$ cat src/rtl/evtc_pkg.sv
package evtc_pkg;
  localparam int CTL_W    = 32;
  localparam int EDGE_BIT = 18;
  localparam int IRQ_BIT  = 20;
  localparam int LEN_BIT  = 22;
  localparam int INV_BIT  = 23;
  localparam int THR_LSB  = 24;
  localparam int THR_W    = 8;

  typedef struct packed {
    logic             edge_mode;
    logic             irq_on;
    logic             local_en;
    logic             invert;
    logic [THR_W-1:0] thresh;
  } ctl_fields_t;

  function automatic ctl_fields_t decode_ctl(input logic [CTL_W-1:0] w);
    ctl_fields_t f;
    f.edge_mode = w[EDGE_BIT];
    f.irq_on    = w[IRQ_BIT];
    f.local_en  = w[LEN_BIT];
    f.invert    = w[INV_BIT];
    f.thresh    = w[THR_LSB +: THR_W];
    return f;
  endfunction
endpackage

$ cat src/rtl/evtc_qualifier.sv
module evtc_qualifier
  import evtc_pkg::*;
#(
  parameter int EVT_W = 8,
  parameter int CNT_W = 48
) (
  input  logic                 clk,
  input  logic                 rst_n,
  input  logic [EVT_W-1:0]     evt_count,
  input  ctl_fields_t          fields,
  input  logic                 glb_en,
  output logic                 active,
  output logic [CNT_W-1:0]     inc
);
  localparam int CMP_W = (EVT_W > THR_W) ? EVT_W : THR_W;

  logic [CMP_W-1:0] evt_ext;
  logic [CMP_W-1:0] thr_ext;
  logic             thr_zero;
  logic             cond;
  logic             prev_cond_q;
  logic             prev_cond_d;

  always_comb begin
    evt_ext  = CMP_W'(evt_count);
    thr_ext  = CMP_W'(fields.thresh);
    thr_zero = (fields.thresh == '0);
    active   = fields.local_en & glb_en;
    if (thr_zero)          cond = (evt_count != '0);
    else if (fields.invert) cond = (evt_ext < thr_ext);
    else                   cond = (evt_ext >= thr_ext);
    prev_cond_d = cond;
  end

  always_comb begin
    inc = '0;
    if (active) begin
      if (fields.edge_mode)  inc = CNT_W'(cond & ~prev_cond_q);
      else if (thr_zero)     inc = CNT_W'(evt_count);
      else                   inc = CNT_W'(cond);
    end
  end

  always_ff @(posedge clk or negedge rst_n) begin
    if (!rst_n) prev_cond_q <= 1'b0;
    else        prev_cond_q <= prev_cond_d;
  end

  // edge mode never steps by more than one
  a_r7_edge_single: assert property (@(posedge clk) disable iff (!rst_n)
    fields.edge_mode |-> (inc <= CNT_W'(1)));
  // nothing is added while disabled
  a_r3_idle_zero: assert property (@(posedge clk) disable iff (!rst_n)
    !active |-> (inc == '0));
endmodule

$ cat src/rtl/evtc_accum.sv
module evtc_accum #(
  parameter int CNT_W = 48
) (
  input  logic             clk,
  input  logic             rst_n,
  input  logic [CNT_W-1:0] inc,
  input  logic             cnt_wr,
  input  logic [CNT_W-1:0] cnt_wdata,
  input  logic             ovf_clr,
  output logic [CNT_W-1:0] cnt_q,
  output logic             ovf_q
);
  logic [CNT_W:0]   sum;
  logic [CNT_W-1:0] cnt_d;
  logic             ovf_d;
  logic             carry_set;

  always_comb begin
    sum       = {1'b0, cnt_q} + {1'b0, inc};
    carry_set = sum[CNT_W] & ~cnt_wr;
    cnt_d     = cnt_wr ? cnt_wdata : sum[CNT_W-1:0];
    ovf_d     = carry_set | (ovf_q & ~ovf_clr);
  end

  always_ff @(posedge clk or negedge rst_n) begin
    if (!rst_n) begin
      cnt_q <= '0;
      ovf_q <= 1'b0;
    end else begin
      cnt_q <= cnt_d;
      ovf_q <= ovf_d;
    end
  end

  // a write lands unchanged
  a_r10_write_wins: assert property (@(posedge clk) disable iff (!rst_n)
    cnt_wr |=> (cnt_q == $past(cnt_wdata)));
  // the flag stays set until cleared
  a_r8_sticky: assert property (@(posedge clk) disable iff (!rst_n)
    (ovf_q && !ovf_clr) |=> ovf_q);
  // no increment and no write keeps the counter still
  a_r3_hold: assert property (@(posedge clk) disable iff (!rst_n)
    (inc == '0 && !cnt_wr) |=> $stable(cnt_q));
endmodule

$ cat src/rtl/evtc_irq_router.sv
module evtc_irq_router #(
  parameter int NUM_CORES = 4
) (
  input  logic                 clk,
  input  logic                 rst_n,
  input  logic                 ovf,
  input  logic                 irq_on,
  input  logic [NUM_CORES-1:0] core_en,
  output logic [NUM_CORES-1:0] core_irq
);
  logic pending;
  assign pending = ovf & irq_on;

  for (genvar c = 0; c < NUM_CORES; c++) begin : g_core
    assign core_irq[c] = pending & core_en[c];
  end

  // no request on a masked core
  a_r9_masked: assert property (@(posedge clk) disable iff (!rst_n)
    (core_irq & ~core_en) == '0);
  // requests only come from a set flag
  a_r9_needs_ovf: assert property (@(posedge clk) disable iff (!rst_n)
    !ovf |-> (core_irq == '0));
endmodule

$ cat src/rtl/evt_thresh_counter.sv
module evt_thresh_counter
  import evtc_pkg::*;
#(
  parameter int EVT_W     = 8,
  parameter int CNT_W     = 48,
  parameter int NUM_CORES = 4
) (
  input  logic                 clk,
  input  logic                 rst_n,
  input  logic [EVT_W-1:0]     evt_count,
  input  logic                 glb_en,
  input  logic [NUM_CORES-1:0] core_irq_en,
  input  logic                 ctl_wr,
  input  logic [CTL_W-1:0]     ctl_wdata,
  output logic [CTL_W-1:0]     ctl_rdata,
  input  logic                 cnt_wr,
  input  logic [CNT_W-1:0]     cnt_wdata,
  output logic [CNT_W-1:0]     cnt_rdata,
  input  logic                 ovf_clr,
  output logic                 ovf_flag,
  output logic [NUM_CORES-1:0] core_irq
);
  logic [CTL_W-1:0] ctl_q;
  logic [CTL_W-1:0] ctl_d;
  ctl_fields_t      fields;
  logic             active;
  logic [CNT_W-1:0] inc;

  always_comb begin
    ctl_d  = ctl_wr ? ctl_wdata : ctl_q;
    fields = decode_ctl(ctl_q);
  end

  always_ff @(posedge clk or negedge rst_n) begin
    if (!rst_n) ctl_q <= '0;
    else        ctl_q <= ctl_d;
  end

  evtc_qualifier #(.EVT_W(EVT_W), .CNT_W(CNT_W)) u_qual (
    .clk(clk), .rst_n(rst_n), .evt_count(evt_count), .fields(fields),
    .glb_en(glb_en), .active(active), .inc(inc)
  );

  evtc_accum #(.CNT_W(CNT_W)) u_acc (
    .clk(clk), .rst_n(rst_n), .inc(inc), .cnt_wr(cnt_wr),
    .cnt_wdata(cnt_wdata), .ovf_clr(ovf_clr), .cnt_q(cnt_rdata),
    .ovf_q(ovf_flag)
  );

  evtc_irq_router #(.NUM_CORES(NUM_CORES)) u_irq (
    .clk(clk), .rst_n(rst_n), .ovf(ovf_flag), .irq_on(fields.irq_on),
    .core_en(core_irq_en), .core_irq(core_irq)
  );

  assign ctl_rdata = ctl_q;

  // control word loads unchanged
  a_r2_ctl_load: assert property (@(posedge clk) disable iff (!rst_n)
    ctl_wr |=> (ctl_rdata == $past(ctl_wdata)));
  // disabled and not written, the counter holds
  a_r3_gate: assert property (@(posedge clk) disable iff (!rst_n)
    (!(ctl_rdata[LEN_BIT] && glb_en) && !cnt_wr) |=> $stable(cnt_rdata));
endmodule

$ cat config.mk
export PLATFORM = sky130hd
export DESIGN_NAME = evt_thresh_counter
export DESIGN_NICKNAME = d
export VERILOG_FILES = /design/src/rtl/evtc_pkg.sv /design/src/rtl/evtc_qualifier.sv /design/src/rtl/evtc_accum.sv /design/src/rtl/evtc_irq_router.sv /design/src/rtl/evt_thresh_counter.sv
export SDC_FILE = /design/constraint.sdc
export NUM_CORES = 1
export LEC_CHECK = 0
export BUFFER_PORTS_ARGS = -buffer_cell sky130_fd_sc_hd__buf_2
export CAP_MARGIN = 20
export CORE_ASPECT_RATIO = 0.9
export CORE_MARGIN = 5
export CORE_UTILIZATION = 50
export DETAILED_ROUTE_END_ITERATION = 8
export PLACE_DENSITY = 0.8
export SLEW_MARGIN = 20
export SYNTH_ARGS = -nofsm -noshare
export SYNTH_HDL_FRONTEND = slang
export SYNTH_SLANG_ARGS = --single-unit
$ cat constraint.sdc
create_clock -name clk -period 4.1 [get_ports clk]
set_input_delay 0.615 -clock clk [delete_from_list [all_inputs] [get_ports clk]]
set_output_delay 0.615 -clock clk [all_outputs]
set_load 0.005 [all_outputs]
-- Word-level counts from Yosys, hierarchy flattened
Index checks and enable logic that the tools add are counted.
- output and inout bits: 85
- bits of input ports: 98
- register bits after elaboration: 82
- word-level logic and storage cells: 28
- add/sub/neg operators: 1
- multiplexer cells: 6
- magnitude comparators: 2
- bitwise operators: 13
- reductions and logical operators: 2
- operator list (kind ; count):
    $mux 48 ; 3
    $add 48x48->49 ; 1
    $and 1x48->48 ; 1
    $not 1->48 ; 1
    $and 1x1->1 ; 8
    $ge 8x8->1 ; 1
    $logic_not 8->1 ; 1
    $lt 8x8->1 ; 1
    $mux 8 ; 1
    $reduce_bool 8->1 ; 1
    $mux 1 ; 2
    $not 1->1 ; 2
    $or 1x1->1 ; 1

-- Longest topological paths before layout
Gate-level depths: netlist (run 1).
- depth after elaboration: 9
- gate-level depth with buffers: 16
- gate-level depth less buffers: 15

-- Hierarchy
From an unflattened synthesis (run 1), not the netlist that was laid out.
- cell total of the unflattened synthesis: 755
- area total of the unflattened synthesis: 6718.9 um^2
- modules (own cells, without submodules) (module ; sequential area each (um^2) ; instances ; area each (um^2) ; cells an instance):
    evtc_accum ; 1226.2 ; 1 ; 4658.2 ; 586
    evt_thresh_counter ; 800.8 ; 1 ; 1345.0 ; 68
    evtc_qualifier ; 25.0 ; 1 ; 690.7 ; 97
    evtc_irq_router ; 0.0 ; 1 ; 25.0 ; 4

-- Worst setup path after synthesis (run 1)
Ideal clock, no wire load.
- path type: input to register
- start: input evt_count[3]
- end: register u_acc.cnt_q[44]
- stages: 15
- required time: 4018 ps
- buffers on the path: 1
- path slack: 274 ps
- library setup time: 82 ps
- arrival time: 3744 ps
- cells stage by stage: ha_1 > a21oi_1 > a31oi_1 > a211oi_1 > mux2i_1 > o21a_1 > ha_1 > inv_1 > fa_1 > nand2b_1 > a211oi_2 > buf_4 > o2111ai_1 > or4_1 > a31oi_1
- longest elaborated chain between the ends: 8
- elaborated cells between the ends (all ways): 11
- those cells by class: add/sub (1); order compare (2); mux (6); bitwise (1); reduce/logical (1)
- ends and longest elaborated chain (element ; RTL line ; text):
    from (decl) ; evt_thresh_counter.sv:10 ; input logic [EVT_W-1:0] evt_count,
    $ge 8x8->1 or $lt 8x8->1 (tied branches) ; evtc_qualifier.sv:31, evtc_qualifier.sv:30 ;
    $mux 1 ; evtc_qualifier.sv:30 ; else if (fields.invert) cond = (evt_ext < thr_ext);
    $mux 1 ; evtc_qualifier.sv:29 ; if (thr_zero) cond = (evt_count != '0);
    $mux 8 or $and 1x48->48 (tied branches) ; evtc_qualifier.sv:39, evtc_qualifier.sv:38 ;
    $mux 48 * ; evtc_qualifier.sv:38 ; if (fields.edge_mode) inc = CNT_W'(cond & ~prev_cond_q);
    $mux 48 * ; evtc_qualifier.sv:37 ; if (active) begin
    $add 48x48->49 * ; evtc_accum.sv:19 ; sum = {1'b0, cnt_q} + {1'b0, inc};
    $mux 48 * ; evtc_accum.sv:21 ; cnt_d = cnt_wr ? cnt_wdata : sum[CNT_W-1:0];
    net u_acc.cnt_d[44] ; evtc_accum.sv:14 ; logic [CNT_W-1:0] cnt_d;
    to (signal assigned) ; evtc_accum.sv:30 ; cnt_q <= cnt_d;
    to (decl) ; evtc_accum.sv:10 ; output logic [CNT_W-1:0] cnt_q,
The timed path passes the listed nets; every way through them passes the cells marked *.
A chain may end at the register's enable or synchronous reset.

-- Worst setup path after layout (run 1)
- start: register ctl_q[27] (netlist: ctl_rdata[27])
- end: register u_acc.cnt_q[44]
- longest elaborated chain between the ends: 8
- elaborated cells between the ends (all ways): 11
- those cells by class: add/sub (1); order compare (2); mux (6); bitwise (1); reduce/logical (1)
- ends and longest elaborated chain (element ; RTL line ; text):
    from (decl) ; evt_thresh_counter.sv:23 ; logic [CTL_W-1:0] ctl_q;
    from (signal assigned) ; evt_thresh_counter.sv:36 ; else ctl_q <= ctl_d;
    $ge 8x8->1 or $lt 8x8->1 (tied branches) ; evtc_qualifier.sv:31, evtc_qualifier.sv:30 ;
    $mux 1 ; evtc_qualifier.sv:30 ;
    $mux 1 ; evtc_qualifier.sv:29 ;
    $mux 8 or $and 1x48->48 (tied branches) ; evtc_qualifier.sv:39, evtc_qualifier.sv:38 ;
    $mux 48 * ; evtc_qualifier.sv:38 ;
    $mux 48 * ; evtc_qualifier.sv:37 ;
    $add 48x48->49 * ; evtc_accum.sv:19 ;
    $mux 48 * ; evtc_accum.sv:21 ;
    net u_acc.cnt_d[44] ; evtc_accum.sv:14 ;
Marked as above.

==> results.txt, run 1 <==
- Final worst path period share: 94.3%
- Number of vias in the routed layout: 4775
* First-pass GRT wire length: 23500 um
- Endpoint of the lowest-slack register-to-register path: u_acc.cnt_q[44]
* Number of levels in the clock H-tree: 3
- 0 antenna diodes ended up in the layout.
- For the final routed database, the setup TNS stands at 0 ps.
- The startpoint identified for the worst register-to-register timing path is ctl_rdata[27].
- Across the routed clock network, the largest skew measured is 14.3 ps.
* HPWL Detailed: 10700 um
* Post-route ant nets: 0
* Vias in the first global route: 4766
* Max Clk Rate: 259 MHz
- The number of cells on the worst reg-to-reg path is 16.
* Power per cell area: 333 nW/um^2
* Non-filler cells, final: 813
- Post-synthesis average cell area: 9.62 um^2
- Max_cap viols: 0
* Setup violators final: 0
- The floorplan step defined a core boundary enclosing 9570 um^2.
- The top cell types in the final layout, fill and taps aside, are sky130_fd_sc_hd__buf_2 (181), sky130_fd_sc_hd__dfrtp_1 (82), sky130_fd_sc_hd__nand2_1 (55), sky130_fd_sc_hd__nor2_1 (33), sky130_fd_sc_hd__o21ai_0 (28).
* Die Ht: 104 um
- STA puts the critical path data required time at 4380 ps.
- CP endpoint kind: flip-flop
* Total grt overflow: 0
* Synthesis warning total: 0
* Clock transition time at the flip-flop clock pins of the worst setup and hold paths: 90 ps
- Max Transition Viols Final: 0
- Least setup slack across all paths after layout: 234 ps
* Class of the tightest hold or removal check: in -> async
- Cells with a size suffix above 1 make up 36.7% of the layout.
- Die Wd: 114 um
* Number of ports placed on the die boundary: 183
* Post-layout nets: 797
* Initial core utilization: 50.7%
* Asr flop ratio synth: 100%
- The share of synthesized area in the top cell type comes to 42.2%.
- Register bit count reported by yosys: 82
* Leakage: 2.82 nW
* FILL cells: 818
* Area delta synth->final: 25.9%
- In this run the deepest clock path goes through 2 buffers.
* Placer congestion estimate: 0.885
- Placement Rows: 34
- Global routing used 24.2% of the available tracks.
- Insertion delay to the later sink of the worst-skew pair: 350 ps
- # DRC: 0
- Count of buffers from port buffering: 182
- Slew at the pin closest to its max-slew limit: 908 ps
* Crit start category: flip-flop
- The share of the Yosys chip area taken by registers is 42.2%.
* Clock buffers created by TritonCTS: 9
- Largest cells by area after synthesis: sky130_fd_sc_hd__dfrtp_1 (42%), sky130_fd_sc_hd__mux2_2 (6.0%), sky130_fd_sc_hd__nand2_1 (4.3%)
- Number of DRC markers after the initial detailed-route iteration: 307
- Total power draw: 0.00203 W
- Post-synth EDFFs: 0
- In this run the cell area of the synthesized design comes to 4860 um^2.
- On the final layout, the worst hold slack is 302 ps.
* Status: completed
- The number of placed instances, taps included, is 796.
- Top FF cell, synth: sky130_fd_sc_hd__dfrtp_1
- Pre-CTS WS: -71.0 ps
- Antenna violations before repair: 0
- The final layout contains routed wiring with a total length of 14300 um.
- Counting I/O delays and the setup requirement, the final critical path takes 3870 ps.
- Number of sinks handled by clock tree synthesis: 82
- Instance count of the mapped netlist: 505
* Routed wirelength normalized by instance count: 17.6 um
* First-pass iteration count of the detailed router: 4
* Via/cell ratio: 5.87
* Number of distinct library cells after synthesis: 63
* Worst vdd rail ir drop: 0.183 mV
* Headroom to the max-slew limit: 39.5%
- Internal reg-to-reg setup slack: 230 ps
- STA puts the critical path data arrival time at 4140 ps.
* Leading cell type in the layout, fill and taps excluded: sky130_fd_sc_hd__buf_2
- Crit path to: u_acc.cnt_q[44]
* Final number of hold-violating endpoints: 0
- Entering global routing, the biggest net connects 83 pins.
- Counting every net in the synthesized netlist gives 620.
- Area of the die: 11800 um^2
- Maximum fanout along the worst path: 9
* WS Path Type: reg -> reg
* Start point of the critical path: ctl_rdata[27]
* Largest area contributor in the netlist: sky130_fd_sc_hd__dfrtp_1
- TritonCTS built the clock tree.
- Buffer type at the clock tree root: sky130_fd_sc_hd__clkbuf_8
==> layout make-up <==
| cell class | count | area [um^2] | area share [%] |
|---|---|---|---|
| multi-input cells | 380 | 2620 | 42.9 |
| flip-flops and latches | 82 | 2050 | 33.6 |
| repair buffers | 191 | 985 | 16.1 |
| well taps | 126 | 158 | 2.58 |
| clock buffers | 9 | 124 | 2.03 |
| clock inverters | 7 | 109 | 1.78 |
| inverters | 18 | 67.6 | 1.10 |
==> Yosys cell counts (4+ instances only) <==
library cell,number
sky130_fd_sc_hd__dfrtp_1,82
sky130_fd_sc_hd__nand2_1,55
sky130_fd_sc_hd__nor2_1,33
sky130_fd_sc_hd__o21ai_0,28
sky130_fd_sc_hd__mux2_2,26
sky130_fd_sc_hd__a31oi_1,23
sky130_fd_sc_hd__nand3_1,22
sky130_fd_sc_hd__o31ai_1,20
sky130_fd_sc_hd__or4_1,20
sky130_fd_sc_hd__inv_1,18
sky130_fd_sc_hd__ha_1,16
sky130_fd_sc_hd__clkbuf_1,15
sky130_fd_sc_hd__xor2_1,13
sky130_fd_sc_hd__and3_1,10
sky130_fd_sc_hd__o211ai_1,10
sky130_fd_sc_hd__a21oi_1,9
sky130_fd_sc_hd__and2_1,8
sky130_fd_sc_hd__a211oi_1,7
sky130_fd_sc_hd__nor3_1,6
sky130_fd_sc_hd__nand4_1,5
sky130_fd_sc_hd__nor4_1,5
sky130_fd_sc_hd__buf_2,4
sky130_fd_sc_hd__nand2b_1,4
==> cell families after synthesis <==
group	after synthesis	share of synthesized area, %
xor+xnor	16	2.89
fa+ha+maj	17	4.53
buf+inv	43	3.99
compound gates	124	17.5
mux	28	6.44
simple gates	195	22.4
flops	82	42.2
==> per-layer routing <==
layer / vias up / part of all wire (%) / global-route usage, %
li1: 2243 / - / -
met1: 2282 / 42 / 33.3
met2: 212 / 48 / 37.8
met3: 38 / 7.0 / 4.72
met4: 0 / 2.8 / 8.82
met5: - / 0 / 0
==> state kept, by name, indices dropped and copies added, names as in the netlist <==
register,flops
ctl_rdata,32
u_acc.cnt_q,48
u_qual.prev_cond_q,1
u_acc.ovf_q,1
==> repair_timing <==
| item | in CTS | in global routing |
|---|---|---|
| hold buffers | 0 | 0 |
| gates resized for setup | 0 | 2 |
| setup endpoints to repair | 0 | 6 |
| buffers inserted | 0 | 1 |
==> worst min-delay path by stage <==
stage / slack, ps / depth (start not counted) / end
after global placement: 480 / 1 / ctl_rdata[3]
final: 300 / 1 / ctl_rdata[30]
after floorplan: 320 / 0 / ctl_rdata[0]
after global routing: 360 / 1 / ctl_rdata[30]
after detailed placement: 490 / 1 / ctl_rdata[15]
after CTS: 450 / 3 / u_acc.cnt_q[12]
==> through the flow <==
stage / utilization (%) / cell area, um^2
6_report: 63.9 / 6120
5_1_grt: 63.9 / 6120
4_1_cts: 63.7 / 6090
3_5_place_dp: 61.2 / 5860
3_3_place_gp: 61.2 / 5860
2_1_floorplan: - / 4860
==> critical path: stages (launching register included) <==
cell and delay (ps):
sky130_fd_sc_hd__dfrtp_1 400, sky130_fd_sc_hd__inv_1 80, sky130_fd_sc_hd__ha_1 330, sky130_fd_sc_hd__a21oi_1 150, sky130_fd_sc_hd__a31oi_1 110, sky130_fd_sc_hd__a211oi_2 230, sky130_fd_sc_hd__mux2i_1 280, sky130_fd_sc_hd__o21a_1 150
sky130_fd_sc_hd__ha_1 190, sky130_fd_sc_hd__inv_1 70, sky130_fd_sc_hd__fa_1 390, sky130_fd_sc_hd__nand2b_1 200, sky130_fd_sc_hd__a211oi_2 190, sky130_fd_sc_hd__buf_4 220, sky130_fd_sc_hd__o2111ai_1 210, sky130_fd_sc_hd__or4_1 440
sky130_fd_sc_hd__a31oi_1 170
==> where the power goes <==
part           total, W  switching, W  internal (W)
clock network  0.000684      0.000328      0.000356
logic          0.000382      0.000196      0.000186
registers      0.000968     0.0000829      0.000885
(Power assumes the default switching activity.)
==> run 2, diff against run 1 <==
- ABC_AREA: not set -> 1
- CORE_UTILIZATION: 50 -> 51
==> run 2 against run 1 <==
Against the previous run: via count rose by 22%; synthesized cell count rose by 58%; synthesized area rose by 12%; sequential power fell by 0.7%; combinational power rose by 5.8%; wire length rose by 22%; final area rose by 11%.
==> results.txt, run 2 <==
- The relative max-transition margin was 48.1% (+8.6 points).
- The fill cell instance count of the final layout was 970 (+19%).
- Clock transition time at the flip-flop clock pins of the worst setup and hold paths: 70 ps (-20 ps)
- The xor/xnor cell area share of the yosys netlist came to 1.45% (-1.4 points).
- The final number of max-transition violations is 0 (unchanged).
* Post-CTS setup buffers: 0 (unchanged)
- Max Clk Rate: 291 MHz (+12%)
- The leftover overflow at the end of global routing was 0 (unchanged).
- The worst setup path is captured at a flip-flop.
- Number of cells upsized or downsized after cts: 0 (unchanged)
- Total wire length: 17500 um (+22%)
* Insertion delay to the later sink of the worst-skew pair: 350 ps (about the same)
* Dominant combinational cell family by area after synthesis: simple AND/OR/NAND/NOR gates
- Core Box Area: 10300 um^2 (+8.0%)
- The final critical-path share of the clock period came to 83.9% (-10 points).
- The final-report hold violation count was 0 (unchanged).
* First-pass GRT wire length: 28400 um (+21%)
* WS Path Type: reg -> reg
* Area fraction in compound gates after synthesis: 4.89% (-13 points)
- Placer congestion estimate: 0.967 (+9.2%)
- The actual slew at the worst max-slew pin is 779 ps (-129 ps).
- The number of synthesized register bits was 82 (unchanged).
* Post-synthesis average cell area: 6.81 um^2 (-29%)
- Area share of the largest cell type after synthesis: 37.7% (-4.6 points)
- The sequential standard cell area was 2050 um^2 (unchanged).
- The total I/O pin count was 183 (unchanged).
- The share of synthesized flip-flops with an asynchronous set or reset is 100% (unchanged).
- First-pass iteration count of the detailed router: 5 (+1)
- Routed wirelength normalized by instance count: 15.7 um (-11%)
- Fraction of synthesized area in multiplexers: 4.55% (-1.9 points)
- The total number of clock tree sinks is 82 (unchanged).
- Sorting the synthesized cells by how often they occur yields sky130_fd_sc_hd__nand2_1 (322), sky130_fd_sc_hd__inv_1 (93), sky130_fd_sc_hd__dfrtp_1 (82), sky130_fd_sc_hd__nor2_1 (80), sky130_fd_sc_hd__nand3_1 (63).
* # DRC: 0 (unchanged)
* Area of the die: 12900 um^2 (+9.0%)
* TritonCTS clock tree: done
* Final worst clock skew: 7.88 ps (-6.41 ps)
- Final total negative setup slack: 0 ps (unchanged)
* Fraction of layout instances using a drive strength above 1: 24.7% (-12 points)
- The slowest stage of the critical path is the sky130_fd_sc_hd__dfrtp_1 cell.
- The count of flip-flops with a built-in enable after synthesis came to 0 (unchanged).
* Area of the multi-input gates: 2980 um^2 (+14%)
- The total number of yosys warnings is 0 (unchanged).
- The post-route cell area was 6800 um^2 (+11%).
- The unique cell type count in the Yosys netlist came to 37 (-41%).
- In this run the worst hold path is classified as in -> async.
* Cell chain of the critical path: inv_1, nand4_1, nor3_1, inv_1, nand3_1, nand3_1, nand2_1, ha_1, inv_1, fa_1, inv_1, nand3_1, nand3_1, nand2_1, nand3_2, nand2_1, xnor2_1, nand2_1, nand2_1
- The number of antenna violations at the first check in global routing is 0 (unchanged).
- In this run the clock root is driven by a sky130_fd_sc_hd__clkbuf_16.
- The pin count of the biggest net entering global routing was 83 (unchanged).
- The post-route antenna net violation count was 0 (unchanged).
* Die Wd: 119 um (+4.4%)
- Most frequent cell on the critical path: sky130_fd_sc_hd__nand2_1
- Synthesized cell area: 5450 um^2 (+12%)
- Count leader, synth: sky130_fd_sc_hd__nand2_1
- The number of DRC markers in iteration 0 was 467 (+52%).
- The proportion of synthesized chip area in sequential cells is 37.7% (-4.6 points).
- Initial core utilization: 52.7% (+2.0 points)
* Leakage: 3.71 nW (+32%)
* Antenna diodes: 0 (unchanged)
- The deepest clock path buffer count is 2 (unchanged).
- The data arrival at the endpoint of the critical path is 3670 ps (-470 ps).
- The via count of the first global-routing pass was 5591 (+17%).
- Delay contributed by the slowest stage of the critical path: 380 ps (-60 ps)
- The reported max-cap violation count is 0 (unchanged).
- Via/cell ratio: 5.24 (-11%)
- Ranked by flip-flop count, first place goes to u_acc.cnt_q.
- Most frequent cells in the layout: sky130_fd_sc_hd__nand2_1 (322), sky130_fd_sc_hd__buf_2 (181), sky130_fd_sc_hd__inv_1 (93), sky130_fd_sc_hd__dfrtp_1 (82), sky130_fd_sc_hd__nor2_1 (80)
- Total power draw: 0.00228 W (+12%)
* Largest cells by area after synthesis: sky130_fd_sc_hd__dfrtp_1 (38%), sky130_fd_sc_hd__nand2_1 (22%), sky130_fd_sc_hd__inv_1 (6.4%)
* Top FF cell, synth: sky130_fd_sc_hd__dfrtp_1
* Worst vdd rail ir drop: 0.286 mV (+56%)
* Maximum fanout along the worst path: 7 (-2)
- The cell area after placement is 6470 um^2 (+10%).
- The half-perimeter wire length after detailed placement is 13700 um (+28%).
* Die Ht: 108 um (+4.4%)
- STA classifies the critical path startpoint as a flip-flop.
- The count of nets after finishing is 1094 (+37%).
* Area delta synth->final: 24.9%
- Hold buffer count at CTS: 0 (unchanged)
* Instance count of the mapped netlist: 800 (+58%)
- Synthesized Nets: 915 (+48%)
* Leading cell type in the layout, fill and taps excluded: sky130_fd_sc_hd__nand2_1
- The time the final worst path needs with I/O delays and setup came to 3440 ps (-426 ps).
- The site row count is 35 (+2.9%).
* Critical path data required time: 4330 ps (-50 ps)
* Number of levels in the clock H-tree: 3 (unchanged)
- Unrepaired setup endpoints after global routing: no
* Number of vias in the routed layout: 5831 (+22%)
- Combined global-route utilization of all metal layers: 27.9% (+3.7 points)
- Count of buffers from port buffering: 182 (unchanged)
- The flip-flop count of the largest register after layout is 48 (unchanged).
- The run finished with clean final reports.
- Power per cell area: 336 nW/um^2 (+0.93%)
- The adder-cell share of the synthesized area came to 4.04% (-0.49 points).
- Largest area contributor in the netlist: sky130_fd_sc_hd__dfrtp_1
- Share of synthesized cell area in and, or, nand and nor gates: 39.7% (+17 points)
- Setup violators final: 0 (unchanged)
- Clock buffers created by TritonCTS: 9 (unchanged)
-- run 2: changes by cell type after synthesis, sizes merged, moves of 19 or more --
cell,delta
nand2,+270
inv,+75
o31ai,-19
or4,-20
a31oi,-20
nor2,+57
nand3,+39
-- run 2: metal layers --
layer  share of wire, %  vias to the layer above  global-route usage [%]
li1                   -                     2861                       -
met1                 44                     2683                    38.5
met2                 46                      253                    44.1
met3                8.4                       34                    6.85
met4                2.1                        0                    7.36
met5                  0                        -                       0
-- run 2: critical path: cells and delay by family, from the launching register on --
family	cells	cell delay [ps]
DFF	1	380
and+or+nand+nor	12	1660
adders and majority gates	2	570
buffers and inverters	4	590
xor gates and xnor gates	1	140
-- run 2: worst paths after layout --
kind / startpoint / endpoint / slack, ps / cells past startpoint
max in group asynchronous: rst_n / u_acc.cnt_q[30] / 3240 / 1
max reg2reg: ctl_rdata[29] / u_acc.cnt_q[10] / 660 / 19
min in group clk: cnt_wdata[27] / u_acc.cnt_q[27] / 460 / 3
min reg2reg: ctl_rdata[19] / ctl_rdata[19] / 500 / 1
max: ctl_rdata[29] / u_acc.cnt_q[10] / 660 / 19
min: rst_n / ctl_rdata[25] / 310 / 1
-- run 2: layout make-up --
class                           count  area share (%)
Clock buffer                        9            3.31
Clock inverter                      7            1.54
Inverter                           94            5.19
Multi-Input combinational cell    608            43.7
Sequential cell                    82            30.2
Tap cell                          129            2.37
Timing Repair Buffer              184            13.7
-- run 2: stage by stage --
step | instances | util (%) | setup slack (ps) | hold slack, ps
after floorplan | 800 | - | 1010 | 319
after global placement | 1097 | 62.6 | 667 | 483
after detailed placement | 1097 | 62.6 | 487 | 490
after CTS | 1113 | 65.8 | 709 | 459
after global routing | 1113 | 65.8 | 255 | 391
final | 1113 | 65.8 | 660 | 314
-- run 2: logic make-up after synthesis --
family	Yosys count
buf+inv	110
mux	22
fa+ha+maj	17
xor+xnor	9
compound gates	42
flops	82
simple gates	518
-- run 2: where the power goes --
| group | internal, W | switching (W) | total (W) |
|---|---|---|---|
| registers | 0.000885 | 0.0000768 | 0.000961 |
| clock network | 0.000545 | 0.000373 | 0.000918 |
| logic | 0.000178 | 0.000227 | 0.000404 |
==> run 3, diff against run 2 <==
- clock period: 4.1 -> 3.4 ns (I/O delays scaled with it)
==> run 3 against run 2 <==
Against the previous run: global-route usage down 0.65 points; first-iteration DRC count is 17% higher; fmax increased by 9.1%; critical endpoint is now u_acc.cnt_q[42].
==> results.txt, run 3 (synthesized netlist as in run 2, its figures left out) <==
- The flow ran to the end, and the final reports show no timing, DRC or antenna violations.
- STA classifies the critical path endpoint as a flip-flop.
- Delay contributed by the slowest stage of the critical path: 360 ps (-20 ps)
- Die Ht: 108 um (unchanged)
- The fill cell instance count of the final layout came to 980 (+1.0%).
- Most frequent cells in the layout: sky130_fd_sc_hd__nand2_1 (320), sky130_fd_sc_hd__buf_2 (181), sky130_fd_sc_hd__inv_1 (92), sky130_fd_sc_hd__dfrtp_1 (82), sky130_fd_sc_hd__nor2_1 (79)
- Slew at the pin closest to its max-slew limit: 767 ps (-12.0 ps)
- The depth of the CTS H-tree is 3 (unchanged).
- The TritonCTS buffer count was 9 (unchanged).
- Hold buffer count at CTS: 0 (unchanged)
- The time the final worst path needs with I/O delays and setup is 3150 ps (-288 ps).
- Count of buffers from port buffering: 182 (unchanged)
- The endpoint identified for the worst register-to-register timing path is u_acc.cnt_q[42].
- Post-route ant nets: 0 (unchanged)
* Max Clk Rate: 317 MHz (+9.1%)
* Placement Rows: 35 (unchanged)
- Combined global-route utilization of all metal layers: 27.2% (-0.65 points)
- Final worst path period share: 92.7% (+8.8 points)
- Worst vdd rail ir drop: 0.281 mV (-1.6%)
- Number of ports placed on the die boundary: 183 (unchanged)
- The initial core utilization came to 52.7% (unchanged).
* Area of the multi-input gates: 3010 um^2 (+1.1%)
* Internal reg-to-reg setup slack: 250 ps (-410 ps)
- Crit path to: u_acc.cnt_q[42]
* First-pass iteration count of the detailed router: 5 (unchanged)
- Pre-CTS WS: 90.2 ps (-397 ps)
- Final total negative setup slack: 0 ps (unchanged)
- Clock transition time at the flip-flop clock pins of the worst setup and hold paths: 70 ps (about the same)
- The via total after detailed routing came to 5773 (-0.99%).
- The final number of max-transition violations is 0 (unchanged).
- Least setup slack across all paths after layout: 248 ps (-412 ps)
- The core outline area came to 10300 um^2 (unchanged).
- Final worst clock skew: 6.10 ps (-1.78 ps)
* Slowest cell on the critical path: sky130_fd_sc_hd__fa_1
- The required time of the critical path was 3630 ps (-700 ps).
- Most frequent cell on the critical path: sky130_fd_sc_hd__nand2_1
- Register with the most flip-flops: u_acc.cnt_q
- The worst hold-check slack is 226 ps (-87.9 ps).
- The total number of clock tree sinks came to 82 (unchanged).
* Worst-case reg-to-reg path depth: 23 (+4)
* Insertion delay to the later sink of the worst-skew pair: 340 ps (about the same)
- Antenna violations before repair: 0 (unchanged)
- First-pass GRT wire length: 27900 um (-1.6%)
- Number of flip-flops in the largest register: 48 (unchanged)
- TritonCTS built the clock tree.
- The power per standard cell area came to 390 nW/um^2 (+16%).
- The count of final setup violators came to 0 (unchanged).
- Tracing the worst setup path back leads to its startpoint at ctl_rdata[31].
- Arrival time at the worst endpoint: 3380 ps (-290 ps)
* Buffer type at the clock tree root: sky130_fd_sc_hd__clkbuf_16
- Die Wd: 119 um (unchanged)
- The number of DRC violations after detailed routing is 0 (unchanged).
- Area of the die: 12900 um^2 (unchanged)
* Buffer depth of the longest clock path: 2 (unchanged)
- Maximum fanout along the worst path: 5 (-2)
- Via/cell ratio: 5.16 (-1.5%)
- The number of DRC markers in iteration 0 was 546 (+17%).
- Antenna diodes: 0 (unchanged)
* Max_cap viols: 0 (unchanged)
- The routed wire length per instance came to 15.3 um (-2.8%).
* Placer congestion estimate: 0.937 (-3.1%)
- The half-perimeter wire length after detailed placement was 13400 um (-2.6%).
* Post-layout nets: 1100 (+0.55%)
- Crit start category: flip-flop
- The standby leakage power came to 3.75 nW (+1.0%).
- The path class of the tightest hold or removal check is in -> async.
* WS Path Type: reg -> reg
- The area growth from synthesis to layout is 26.0%.
- Traced cell by cell, the critical path runs through inv_1, ha_1, nand2_1, nor2_2, nand4_1, nand2_1, nand3_1, nand3_2, nand3_1, nand2_1, ha_2, inv_1, fa_1, inv_1, nand3_1, nand3_2, a21oi_2, nor2_2, nand2_1, nand2_1, nand2_1, nand2_1, nand2_1.
- The leftover overflow at the end of global routing was 0 (unchanged).
- Leaving out fill and tap cells, the most frequent cell in the layout is sky130_fd_sc_hd__nand2_1.
- Final number of hold-violating endpoints: 0 (unchanged)
- Total wire length: 17100 um (-2.3%)
- The sequential standard cell area came to 2050 um^2 (unchanged).
- Pin count of the biggest net entering global routing: 83 (unchanged)
* Fraction of layout instances using a drive strength above 1: 26.0% (+1.3 points)
* Worst flop-to-flop path startpoint: ctl_rdata[31]
- The via count of the first global-routing pass is 5600 (+0.16%).
- Headroom to the max-slew limit: 48.9% (+0.80 points)
==> run 3: repair_timing <==
item                                    CTS  global route
buffers inserted                          0             2
endpoints found under the setup margin    0            16
gates resized for setup                   0             8
==> run 3: layout make-up <==
class | instances | area share [%]
Sequential cell | 82 | 29.9
Timing Repair Buffer | 190 | 14.2
Clock buffer | 11 | 3.68
Inverter | 94 | 5.14
Multi-Input combinational cell | 608 | 43.8
Tap cell | 129 | 2.35
Clock inverter | 5 | 0.893
==> run 3: worst max-delay path: cells and delay by family, from the launching register on <==
kind / cells / cell delay, ps
buffers and inverters: 3 / 220
AND/OR/NAND/NOR: 16 / 1570
AO/OA/AOI/OAI: 1 / 100
flip-flops: 1 / 340
adder cells (fa/ha/maj): 3 / 830
==> run 3: worst min path at each step <==
stage | slack [ps] | end
floorplan | 210 | ctl_rdata[0]
global placement | 480 | ctl_rdata[9]
detailed placement | 490 | ctl_rdata[9]
CTS | 360 | u_acc.cnt_q[23]
global route | 290 | ctl_rdata[25]
finish | 230 | ctl_rdata[25]
==> run 3: where the power goes <==
part           total, W  internal, W  switching, W
Sequential      0.00116      0.00107     0.0000892
Combinational  0.000494     0.000219      0.000275
Clock           0.00102     0.000613      0.000411
Total           0.00267      0.00190      0.000775
==> run 3: metrics by stage <==
stage | instances | power, W | util [%] | instance area [um^2]
detailed placement | 1101 | 0.00166 | 62.9 | 6500
finish | 1119 | 0.00267 | 66.4 | 6870
global placement | 1101 | 0.00164 | 62.9 | 6500
CTS | 1117 | 0.00268 | 65.9 | 6810
floorplan | 800 | 0.00141 | - | 5450
global route | 1119 | 0.00281 | 66.4 | 6870
==> run 3: per-layer routing <==
layer  vias to the layer above  part of all wire (%)  global-route usage (%)
met5                         -                     0                       0
met4                         0                   1.8                    7.69
met3                        31                   8.9                    6.07
met2                       246                    45                    43.5
met1                      2619                    44                    37.5
li1                       2877                     -                       -
